### src/rtl/pp_dma_seq_pkg.sv
`timescale 1ns/1ps
package pp_dma_seq_pkg;
  localparam int NUM_BUF = 2;

  // strobes from control to datapath
  typedef struct packed {
    logic beat;   // one beat consumed this cycle
    logic sel;    // region in use
    logic busy;   // channel running
  } seqCtl_t;
endpackage

### src/rtl/pp_dma_seq_dp.sv
`timescale 1ns/1ps
module pp_dma_seq_dp
  import pp_dma_seq_pkg::*;
#(
  parameter int ADDR_W         = 32,
  parameter int CNT_W          = 16,
  parameter int BYTES_PER_BEAT = 4
) (
  input  logic              clk,
  input  logic              rstN,
  input  logic              cfgWr,
  input  logic              cfgBufSel,
  input  logic              cfgIsCnt,
  input  logic [ADDR_W-1:0] cfgData,
  input  seqCtl_t           ctl,
  output logic [ADDR_W-1:0] beatAddr,
  output logic              lastBeat,
  output logic [NUM_BUF-1:0] cntZero
);
  localparam logic [ADDR_W-1:0] ADDR_STEP = ADDR_W'(BYTES_PER_BEAT);
  localparam logic [CNT_W-1:0]  CNT_ONE   = CNT_W'(1);

  logic [ADDR_W-1:0] addrArr [NUM_BUF];
  logic [CNT_W-1:0]  cntArr  [NUM_BUF];
  logic [CNT_W-1:0]  curCnt;

  for (genvar b = 0; b < NUM_BUF; b++) begin : g_buf
    logic [ADDR_W-1:0] addrQ;
    logic [CNT_W-1:0]  cntQ;
    logic              isActive;
    logic              wrHit;
    logic              step;

    assign isActive = ctl.busy && (ctl.sel == 1'(b));
    assign wrHit    = cfgWr && (cfgBufSel == 1'(b)) && !isActive;
    assign step     = ctl.beat && (ctl.sel == 1'(b));

    always_ff @(posedge clk) begin
      if (!rstN) begin
        addrQ <= '0;
        cntQ  <= '0;
      end else if (wrHit) begin
        if (cfgIsCnt) cntQ  <= cfgData[CNT_W-1:0];
        else          addrQ <= cfgData;
      end else if (step) begin
        addrQ <= addrQ + ADDR_STEP;
        cntQ  <= cntQ - CNT_ONE;
      end
    end

    assign addrArr[b] = addrQ;
    assign cntArr[b]  = cntQ;
    assign cntZero[b] = (cntQ == '0);
  end

  assign beatAddr = addrArr[ctl.sel];
  assign curCnt   = cntArr[ctl.sel];
  assign lastBeat = (curCnt == CNT_ONE);

  AST_ADDR_STEP: assert property (@(posedge clk) disable iff (!rstN)
    ctl.beat && !lastBeat |=> beatAddr == $past(beatAddr) + ADDR_STEP);

  AST_CNT_STEP: assert property (@(posedge clk) disable iff (!rstN)
    ctl.beat && !lastBeat |=> curCnt == $past(curCnt) - CNT_ONE);

  AST_WR_PROTECT: assert property (@(posedge clk) disable iff (!rstN)
    cfgWr && cfgIsCnt && ctl.busy && (cfgBufSel == ctl.sel) && !ctl.beat
      |=> curCnt == $past(curCnt));
endmodule

### src/rtl/pp_dma_seq_ctrl.sv
`timescale 1ns/1ps
module pp_dma_seq_ctrl
  import pp_dma_seq_pkg::*;
#(
  parameter int BURST_LEN = 4
) (
  input  logic               clk,
  input  logic               rstN,
  input  logic [NUM_BUF-1:0] armReq,
  input  logic               beatReq,
  input  logic               lastBeat,
  input  logic [NUM_BUF-1:0] cntZero,
  output seqCtl_t            ctl,
  output logic               beatValid,
  output logic               activeBuf,
  output logic               chanIdle,
  output logic [NUM_BUF-1:0] armedOut,
  output logic [NUM_BUF-1:0] doneOut,
  output logic               irq
);
  localparam int BL_W = $clog2(BURST_LEN + 1);
  localparam logic [BL_W-1:0] BURST_RELOAD = BL_W'(BURST_LEN - 1);

  logic               running;
  logic               curBuf;
  logic [NUM_BUF-1:0] armedQ;
  logic [NUM_BUF-1:0] doneQ;
  logic [BL_W-1:0]    burstLeft;
  logic               irqQ;

  logic inBurst;
  logic beat;
  logic finish;
  logic otherBuf;

  assign inBurst  = (burstLeft != '0);
  assign beat     = running && (inBurst || beatReq);
  assign finish   = beat && lastBeat;
  assign otherBuf = ~curBuf;

  always_ff @(posedge clk) begin
    if (!rstN) begin
      running   <= 1'b0;
      curBuf    <= 1'b1;          // so that region A is chosen first
      armedQ    <= '0;
      doneQ     <= '0;
      burstLeft <= '0;
      irqQ      <= 1'b0;
    end else begin
      irqQ <= finish;
      for (int b = 0; b < NUM_BUF; b++) begin
        if (armReq[b] && !cntZero[b] && !(running && curBuf == 1'(b))) begin
          armedQ[b] <= 1'b1;
          doneQ[b]  <= 1'b0;
        end
      end
      if (finish) begin
        armedQ[curBuf] <= 1'b0;
        doneQ[curBuf]  <= 1'b1;
        burstLeft      <= '0;
        if (armedQ[otherBuf]) curBuf  <= otherBuf;
        else                  running <= 1'b0;
      end else if (beat) begin
        burstLeft <= inBurst ? burstLeft - BL_W'(1) : BURST_RELOAD;
      end
      if (!running) begin
        if (armedQ[otherBuf]) begin
          running <= 1'b1;
          curBuf  <= otherBuf;
        end else if (armedQ[curBuf]) begin
          running <= 1'b1;
        end
      end
    end
  end

  assign ctl.beat  = beat;
  assign ctl.sel   = curBuf;
  assign ctl.busy  = running;
  assign beatValid = beat;
  assign activeBuf = curBuf;
  assign chanIdle  = !running;
  assign armedOut  = armedQ;
  assign doneOut   = doneQ;
  assign irq       = irqQ;

  AST_IRQ_AFTER_LAST: assert property (@(posedge clk) disable iff (!rstN)
    irq |-> $past(beatValid && lastBeat));

  AST_DONE_WITH_IRQ: assert property (@(posedge clk) disable iff (!rstN)
    irq |-> doneQ[$past(curBuf)]);

  AST_HANDOVER: assert property (@(posedge clk) disable iff (!rstN)
    beatValid && lastBeat && armedQ[otherBuf]
      |=> !chanIdle && (activeBuf != $past(activeBuf)));

  AST_STOP_IDLE: assert property (@(posedge clk) disable iff (!rstN)
    beatValid && lastBeat && !armedQ[otherBuf] |=> chanIdle);

  AST_BURST_HOLD: assert property (@(posedge clk) disable iff (!rstN)
    beatValid && !beatReq |-> $past(beatValid));

  AST_ARM_ZERO_A: assert property (@(posedge clk) disable iff (!rstN)
    armReq[0] && cntZero[0] && !armedQ[0] |=> !armedQ[0]);

  AST_ARM_ZERO_B: assert property (@(posedge clk) disable iff (!rstN)
    armReq[1] && cntZero[1] && !armedQ[1] |=> !armedQ[1]);
endmodule

### src/rtl/pp_dma_seq.sv
`timescale 1ns/1ps
module pp_dma_seq
  import pp_dma_seq_pkg::*;
#(
  parameter int ADDR_W         = 32,
  parameter int CNT_W          = 16,
  parameter int BYTES_PER_BEAT = 4,
  parameter int BURST_LEN      = 4
) (
  input  logic              clk,
  input  logic              rstN,
  input  logic              cfgWr,
  input  logic              cfgBufSel,
  input  logic              cfgIsCnt,
  input  logic [ADDR_W-1:0] cfgData,
  input  logic [1:0]        armReq,
  input  logic              beatReq,
  output logic              beatValid,
  output logic [ADDR_W-1:0] beatAddr,
  output logic              activeBuf,
  output logic              chanIdle,
  output logic [1:0]        armedOut,
  output logic [1:0]        doneOut,
  output logic              irq
);
  seqCtl_t            ctl;
  logic               lastBeat;
  logic [NUM_BUF-1:0] cntZero;

  pp_dma_seq_ctrl #(
    .BURST_LEN(BURST_LEN)
  ) ctrl_i (
    .clk      (clk),
    .rstN     (rstN),
    .armReq   (armReq),
    .beatReq  (beatReq),
    .lastBeat (lastBeat),
    .cntZero  (cntZero),
    .ctl      (ctl),
    .beatValid(beatValid),
    .activeBuf(activeBuf),
    .chanIdle (chanIdle),
    .armedOut (armedOut),
    .doneOut  (doneOut),
    .irq      (irq)
  );

  pp_dma_seq_dp #(
    .ADDR_W        (ADDR_W),
    .CNT_W         (CNT_W),
    .BYTES_PER_BEAT(BYTES_PER_BEAT)
  ) dp_i (
    .clk      (clk),
    .rstN     (rstN),
    .cfgWr    (cfgWr),
    .cfgBufSel(cfgBufSel),
    .cfgIsCnt (cfgIsCnt),
    .cfgData  (cfgData),
    .ctl      (ctl),
    .beatAddr (beatAddr),
    .lastBeat (lastBeat),
    .cntZero  (cntZero)
  );
endmodule

### config.mk
export PLATFORM = sky130hd
export DESIGN_NAME = pp_dma_seq
export DESIGN_NICKNAME = d
export VERILOG_FILES = /design/src/rtl/pp_dma_seq_pkg.sv /design/src/rtl/pp_dma_seq_dp.sv /design/src/rtl/pp_dma_seq_ctrl.sv /design/src/rtl/pp_dma_seq.sv
export SDC_FILE = /design/constraint.sdc
export NUM_CORES = 1
export LEC_CHECK = 0
export BUFFER_PORTS_ARGS = -buffer_cell sky130_fd_sc_hd__buf_2
export CAP_MARGIN = 20
export CORE_AREA = 2 2 112 114
export CTS_CLUSTER_DIAMETER = 150
export DETAILED_ROUTE_END_ITERATION = 10
export DIE_AREA = 0 0 114 116
export PLACE_DENSITY = 0.91
export SETUP_SLACK_MARGIN = 0.2
export SYNTH_ARGS = -nofsm -noshare
export SYNTH_HDL_FRONTEND = slang
export SYNTH_HIERARCHICAL = 1
export SYNTH_SLANG_ARGS = --single-unit
### constraint.sdc
create_clock -name clk -period 3.1 [get_ports clk]
set_input_delay 0.155 -clock clk [delete_from_list [all_inputs] [get_ports clk]]
set_output_delay 0.155 -clock clk [all_outputs]
set_load 0.05 [all_outputs]
==> out/results.ini, run 1 <==
[timing]
worst_pin_slew_ps=1142
timing.fmax_mhz=367.0
setup_tns_ps=0
hold_violations=0
max_slew_margin_pct=23.43
period_needed_ps=2725
grt_setup_unrepaired=no
period_share_pct=87.90
setup-violations-final=0
fin_worst_skew_ps=11.98
slew_violations=0

[placement]
placed_area_um2=7452
place_congestion=0.9428
dp_hpwl_um=15820
io_buffer_count=79

[critical_path]
path_cells=inv_1 -> ha_1 -> ha_1 -> nand2b_4 -> and2_4 -> nor2b_1 -> nand2_1 -> or4_1 -> a31oi_1
critical-path-top-delay-family=simple AND/OR/NAND/NOR gates
r2r_setup_slack_ps=380
critPathRequiredTime_ps=3400
critPathCaptureType=flop
cp_slowest_stage_delay_ps=570
worst_path_most_repeated_cell=ha_1
cp-start-kind=flop
crit_fanout=11
worst_path_max_delay_cell=or4_1
crit_type=flop to flop
critPathBufInv=1
arrival_ps=3020

[global_routing]
antenna_found_initial=0
grt_pass1_vias=6867
grt_use_total_pct=34.22
grt_max_degree=52
grt_pass1_wl_um=35830
gr-total-overflow=0

[cts]
cts_root_buf=clkbuf_16
numCtsBuffers=9
post-cts-setup-buffer-count=0
clockBufferDepth=2
htree_levels=3
cts_tree=yes
cts_resized=0
ctsHoldBuffers=0
clock_sinks=106
cts.clk_slew.worst_paths_ps=70
clk_latency_ps=370

[synth]
synthArstFlopShare_pct=0
yosysMostFrequentCell=dfxtp_1
synth_area_per_cell_um2=7.799
yosys_most_used_dff=dfxtp_1
netlist_instances=888
yosysSeqAreaShare_pct=30.64
synth.distinct_cells=81
yosys.area.top_type=dfxtp_1
netlist_area_um2=6925
synth_common_cells=dfxtp_1 (106), a21oi_1 (74), nand2_1 (72)
syn_nets=935
ys_warn_count=6
synth_top_area_share_pct=30.64
synth-seq-cells=106
synth_edf_count=0
synth_area_leaders=dfxtp_1 (31%), a21oi_1 (5.3%), mux2_2 (5.2%)

[final_layout]
fin_area_um2=7746
drive_gt1_share_pct=19.96
utilization_pct=65.03
fillCellCount=1010
area_growth_syn_to_layout_pct=11.85
num_antenna_cells=0
nNetsFinal=991

[route]
drt_iter0_drc=1151
ant_nets=0
viasPerCell=7.165
dr.pass1.iters=7
vias=7839
drt_wl_total_um=22670
wire_per_inst_um=20.72
drc=0

[floorplanning]
io-pin-count=80
initial_core_util_pct=58.14
dieWidth_um=114
die_h_um=116
die_area_um2=13220
coreArea_um2=11910
rows=40

[power_and_ir_drop]
powerDensity_nw_per_um2=584.2
ir_drop_uv=305.0
power.leakage_nw=2.959

[status]
run_status=completed

[worst_hold_path]
min_path_type=primary input to flop

[run]
timing.max_cap.violations=0

metal layers:
layer,global-route usage [%],share of wire [%],up-vias
met3,6.119,12,103
met4,19.02,5.4,0
met2,52.98,44,585
met5,0,0,-
li1,-,-,3535
met1,45.38,38,3616
tightest hold or removal path, delay by kind of cell:
kind / cells / cell delay, ps
compound gates: 1 / 60
simple gates: 1 / 60
buf+inv: 1 / 120
kinds of logic after synthesis:
kind of cell	count (synthesis)	share of synthesized area (%)
DFF	106	30.64
muxes	40	6.360
buffers and inverters	84	5.077
adders and majority gates	7	1.265
AOI/OAI and AO/OA	296	29.18
and+or+nand+nor	353	27.23
xor gates and xnor gates	2	0.2530
sequential cells by signal, summed over array words and instances, names as in the netlist, named ones only:
signal / count
dp_i/g_buf.addrQ: 64
ctrl_i/running: 1
ctrl_i/burstLeft: 3
ctrl_i/armedOut: 2
ctrl_i/doneOut: 2
dp_i/g_buf.cntQ: 32
ctrl_i/irq: 1
cell type report:
class	count	area (µm²)	area share (%)
repair buffers	107	606.8	7.834
clock buffers	11	232.7	3.004
inverters	22	82.58	1.066
well taps	147	183.9	2.374
flip-flops and latches	106	2123	27.41
clock inverters	3	42.54	0.5492
multi-input cells	698	4474	57.76
through the flow:
step                      worst slack (ps)  cells  power (mW)  hold WS (ps)
after floorplan                      382.6    888       2.921         272.5
after global placement               314.5   1077       3.287         437.4
after detailed placement             322.4   1078       3.338         447.3
after CTS                            317.5   1092       4.468         74.10
after global routing                 232.0   1094       4.732         77.16
final                                375.1   1094       4.525         77.32
report_power, final:
| group | switching [mW] | internal (mW) |
|---|---|---|
| sequential | 0.187 | 1.50 |
| clock | 0.532 | 0.618 |
| combinational | 1.09 | 0.597 |
| total | 1.81 | 2.71 |
worst paths after layout:
| check | startpoint | to | depth (start not counted) |
|---|---|---|---|
| worst min-delay path | cfgData[21] | dp_i/g_buf[0].addrQ[21] | 3 |
| worst max register to register | ctrl_i/burstLeft[0] | dp_i/g_buf[0].addrQ[31] | 9 |
| worst max-delay path | ctrl_i/burstLeft[0] | dp_i/g_buf[0].addrQ[31] | 9 |
| worst min register to register | dp_i/g_buf[1].addrQ[0] | dp_i/g_buf[1].addrQ[0] | 2 |
cells in the final DEF (no fill, tap or decap), types with 6 or more instances in the layout:
master	synthesis	layout
inv_1	21	21
a21oi_1	74	74
a211oi_1	10	10
nand2b_1	7	7
a22oi_1	11	11
o21a_1	6	6
mux2i_1	8	8
buf_2	7	80
buf_4	3	26
mux2_2	32	32
o31ai_1	8	8
a41oi_1	8	8
o211a_1	6	6
clkbuf_16	0	9
a31oi_1	28	28
ha_1	7	7
nor2_1	68	66
o21ai_0	59	59
dfxtp_1	106	105
and4_1	6	6
nand2_1	72	72
or4_1	6	6
a21o_1	6	6
o211ai_1	8	8
or3_1	16	16
nor4_1	15	15
and2_1	7	7
nor3_1	33	31
o32ai_1	7	6
nand3_1	44	44
o221a_2	16	16
nand4_1	26	26
nor3b_1	6	6
and3_1	24	24
a311oi_1	6	6
Power figures use the tool's default switching activity.
==> run 2: changes to the inputs <==
==> constraint.sdc (replaced) <==
create_clock -name clk -period 3.1 [get_ports clk]
set_input_delay 0.62 -clock clk [delete_from_list [all_inputs] [get_ports clk]]
set_output_delay 0.62 -clock clk [all_outputs]
set_load 0.05 [all_outputs]
==> out/results.ini, run 2 (same netlist as run 1, synthesis figures left out) <==
[power_and_ir_drop]
p_int_mw=2.709
netSwitchingPower_mw=1.809
power_mw=4.518
switching_share_pct=40.04
powerDensity_nw_per_um2=579.1
ir_drop_uv=283.7
pwr-share-seq_pct=37.8
p_comb_share_pct=37.5
power.leakage_nw=2.994
power_frac_clock_pct=24.8

[global_routing]
gr-total-overflow=0
antenna_found_initial=0
met1_usage_pct=44.51
busiest_layer=met2
grt_pass1_vias=6869
grt_use_total_pct=33.88
met2_usage_pct=52.42
grt_pass1_wl_um=35510
grt_max_degree=52
use_met3_pct=6.328

[cts]
numCtsBuffers=9
clk_latency_ps=360
ctsHoldBuffers=0
post-cts-setup-buffer-count=0
clock_sinks=106
cts_resized=0
cts_tree=yes
htree_levels=3
cts_root_buf=clkbuf_16
cts.clk_slew.worst_paths_ps=70
clockBufferDepth=2

[timing]
max_slew_margin_pct=35.62
setup-violations-final=0
timing.fmax_mhz=362.0
period_needed_ps=2762
fin_worst_skew_ps=11.47
setup_slack_ps=337.7
grt_setup_unrepaired=no
slew_violations=0
setup_tns_ps=0
hold_violations=0
period_share_pct=89.11
worst_pin_slew_ps=957.5

[run]
timing.max_cap.violations=0

[final_layout]
final_cells=1101
num_antenna_cells=0
fillCellCount=1007
final_cell_mix=dfxtp_1 (105), buf_2 (79), a21oi_1 (74), nand2_1 (72), nor2_1 (66)
drive_gt1_share_pct=20.65
multiInputGateArea_um2=4474
regArea_um2=2123
top_regs=dp_i/g_buf.addrQ x64, dp_i/g_buf.cntQ x32, ctrl_i/burstLeft x3
area_growth_syn_to_layout_pct=12.66
largest-register=dp_i/g_buf.addrQ
nNetsFinal=996
largest_reg_flops=64
mostFrequentLayoutCell=dfxtp_1

[placement]
io_buffer_count=79
place_congestion=0.9871
dp_hpwl_um=15960
place_ws_ps=490.7
dpl.cell_count=1085

[route]
dr.pass1.iters=7
drt_wl_total_um=22740
drt_iter0_drc=1167
ant_nets=0
drc=0
viasPerCell=7.137
wire_per_inst_um=20.66
vias=7858

[status]
run_status=completed

[floorplanning]
dieWidth_um=114
die_area_um2=13220
die_h_um=116
initial_core_util_pct=58.14
coreArea_um2=11910
io-pin-count=80
rows=40

[critical_path]
crit_type=flop to primary output
reg2reg_depth=7
cp-start-kind=flop
critPathCaptureType=primary output
critPathRequiredTime_ps=2480
crit_fanout=30
arrival_ps=2140

[worst_hold_path]
min_path_type=flop to flop
whs_path_depth=2

==> run 2: changes by cell type in the layout (fill, tap and decap cells not counted) <==
cell,previous run,this run
o21ai_0,59,57
clkbuf_8,0,2
buf_6,1,0
buf_12,0,1
clkinv_2,1,2
clkbuf_1,2,1
buf_2,80,79
buf_4,26,32
bufinv_16,1,0
o21ai_1,0,2
clkinv_4,0,1
==> run 2: worst max-delay path, cell delays in order, from the launching register on <==
cell     delay (ps)
dfxtp_2         670
buf_4           450
mux2_2          430
buf_2           220
==> run 2: metal layers <==
metal,part of all wire (%),up-vias,wire length (µm)
met5,0,-,0
met4,6.5,0,1485
met3,12,120,2834
met2,43,625,9745
met1,38,3563,8678
li1,-,3550,-
==> run 2: power by group through the flow <==
stage	logic (mW)	registers (mW)	clock network, mW
3_3_place_gp	1.60	1.72	0
3_5_place_dp	1.64	1.73	0
6_report	1.69	1.71	1.12
5_1_grt	1.82	1.73	1.17
4_1_cts	1.65	1.70	1.12
2_1_floorplan	1.24	1.69	0
==> run 2: path summary, 6_finish.rpt <==
kind                                              from                     end  slack (ps)
worst min register to register  dp_i/g_buf[1].addrQ[1]  dp_i/g_buf[1].addrQ[1]         460
worst max register to register  dp_i/g_buf[0].cntQ[11]     ctrl_i/burstLeft[2]         400
worst min-delay path            dp_i/g_buf[1].addrQ[1]  dp_i/g_buf[1].addrQ[1]         460
worst max-delay path                              flop            beatAddr[12]         340
==> run 2: layout make-up <==
cell class              instances  area share [%]
multi-input cells             698           57.34
inverters                      22           1.058
clock buffers                  12           3.287
well taps                     147           2.357
flip-flops and latches        106           27.21
repair buffers                112           8.403
clock inverters                 4          0.3368
==> run 2: per-stage QoR <==
| stage | instance area, µm² | util, % | hold slack [ps] |
|---|---|---|---|
| 6_report | 7802 | 65.50 | 462.3 |
| 3_3_place_gp | 7520 | 63.13 | 440.1 |
| 2_1_floorplan | 6927 | - | 432.9 |
| 5_1_grt | 7802 | 65.50 | 495.0 |
| 4_1_cts | 7802 | 65.50 | 459.0 |
| 3_5_place_dp | 7520 | 63.13 | 450.1 |
==> run 3: changes to the inputs <==
--- a/config.mk
+++ b/config.mk
@@ -12,6 +12,7 @@
 export DETAILED_ROUTE_END_ITERATION = 10
 export DIE_AREA = 0 0 114 116
 export PLACE_DENSITY = 0.91
+export RECOVER_POWER = 50
 export SETUP_SLACK_MARGIN = 0.2
 export SYNTH_ARGS = -nofsm -noshare
 export SYNTH_HDL_FRONTEND = slang
==> out/results.ini, run 3 (same netlist as run 1, synthesis figures left out) <==
[status]
run_status=completed

[final_layout]
drive_gt1_share_pct=18.24
num_antenna_cells=0
mostFrequentLayoutCell=dfxtp_1
nNetsFinal=996
largest-register=dp_i/g_buf.addrQ
largest_reg_flops=64
top_regs=dp_i/g_buf.addrQ x64, dp_i/g_buf.cntQ x32, ctrl_i/burstLeft x3
final_cell_mix=dfxtp_1 (105), a21oi_1 (74), nand2_1 (72), nor2_1 (68), buf_2 (66)
fillCellCount=1033
area_growth_syn_to_layout_pct=11.78

[global_routing]
met1_usage_pct=44.51
antenna_found_initial=0
grt_use_total_pct=33.88
grt_pass1_vias=6869
grt_pass1_wl_um=35510
use_met3_pct=6.328
grt_max_degree=52
gr-total-overflow=0
busiest_layer=met2
met2_usage_pct=52.42

[power_and_ir_drop]
power.leakage_nw=2.921
ir_drop_uv=281.5
powerDensity_nw_per_um2=582.3

[critical_path]
arrival_ps=3090
crit_type=flop to flop
critPathCaptureType=flop
crit_fanout=23
path_cells=nor2b_1 -> clkbuf_1 -> nor2_1 -> buf_4 -> nand2_1 -> a21boi_0 -> o21ai_0
worst_path_max_delay_cell=nor2_1
cp-start-kind=flop
cp_slowest_stage_delay_ps=900
critPathRequiredTime_ps=3390

[placement]
dp_hpwl_um=15960
place_congestion=0.9871
io_buffer_count=79

[floorplanning]
die_area_um2=13220
io-pin-count=80
coreArea_um2=11910
initial_core_util_pct=58.14
die_h_um=116
dieWidth_um=114
rows=40

[cts]
numCtsBuffers=9
cts.clk_slew.worst_paths_ps=70
clockBufferDepth=2
htree_levels=3
cts_root_buf=clkbuf_16
cts_tree=yes
ctsHoldBuffers=0
clk_latency_ps=360
post-cts-setup-buffer-count=0
cts_resized=0
clock_sinks=106

[timing]
max_slew_margin_pct=22.19
grt_setup_unrepaired=no
period_share_pct=90.28
worst_pin_slew_ps=1163
setup-violations-final=0
hold_violations=0
timing.fmax_mhz=357.3
period_needed_ps=2799
slew_violations=0
holdWs_ps=461.1
fin_worst_skew_ps=12.51
setup_tns_ps=0

[route]
drt_iter0_drc=1102
wire_per_inst_um=20.74
ant_nets=0
dr.pass1.iters=6
viasPerCell=7.082
drc=0
vias=7797
drt_wl_total_um=22830

[run]
timing.max_cap.violations=0

[worst_hold_path]
min_path_type=flop to flop

==> run 3: power breakdown <==
group | switching, mW | internal [mW]
registers | 0.208 | 1.50
logic | 1.07 | 0.606
clock network | 0.533 | 0.589
total | 1.81 | 2.69
==> run 3: layout make-up <==
| class | count | area (µm²) | share of cell area (%) |
|---|---|---|---|
| clock buffers | 12 | 256.5 | 3.313 |
| clock inverters | 4 | 26.28 | 0.3394 |
| inverters | 22 | 82.58 | 1.067 |
| multi-input cells | 698 | 4452 | 57.51 |
| flip-flops and latches | 106 | 2123 | 27.43 |
| well taps | 147 | 183.9 | 2.376 |
| repair buffers | 112 | 616.8 | 7.968 |
==> run 3: per-layer routing <==
metal	vias up	share of wire, %
met5	-	0
met4	0	6.5
met2	595	43
met1	3531	38
met3	115	12
li1	3556	-
==> run 3: path summary, 6_finish.rpt <==
kind / cells past startpoint / start / end / slack, ps
setup reg to reg: 7 / ctrl_i/running / dp_i/g_buf[0].cntQ[14] / 300
hold reg to reg: 2 / dp_i/g_buf[1].addrQ[0] / dp_i/g_buf[1].addrQ[0] / 460
hold / removal: 2 / dp_i/g_buf[1].addrQ[0] / dp_i/g_buf[1].addrQ[0] / 460
setup / recovery: 7 / ctrl_i/running / dp_i/g_buf[0].cntQ[14] / 300
==> run 3: stage by stage <==
| stage | power [mW] | cell area (µm²) | util [%] | cells | setup slack (ps) |
|---|---|---|---|---|---|
| 2_1_floorplan | 2.923 | 6927 | - | 888 | 379.9 |
| 3_3_place_gp | 3.315 | 7520 | 63.13 | 1085 | 541.0 |
| 3_5_place_dp | 3.366 | 7520 | 63.13 | 1085 | 490.7 |
| 4_1_cts | 4.471 | 7802 | 65.50 | 1101 | 391.7 |
| 5_1_grt | 4.704 | 7741 | 64.99 | 1101 | 154.6 |
| 6_report | 4.508 | 7741 | 64.99 | 1101 | 301.3 |
==> run 3: critical path, delay by kind of cell (launching register included) <==
family / cells / cell delay [ps]
buf+inv: 2 / 600
flops: 1 / 560
simple gates: 3 / 1270
compound gates: 2 / 280
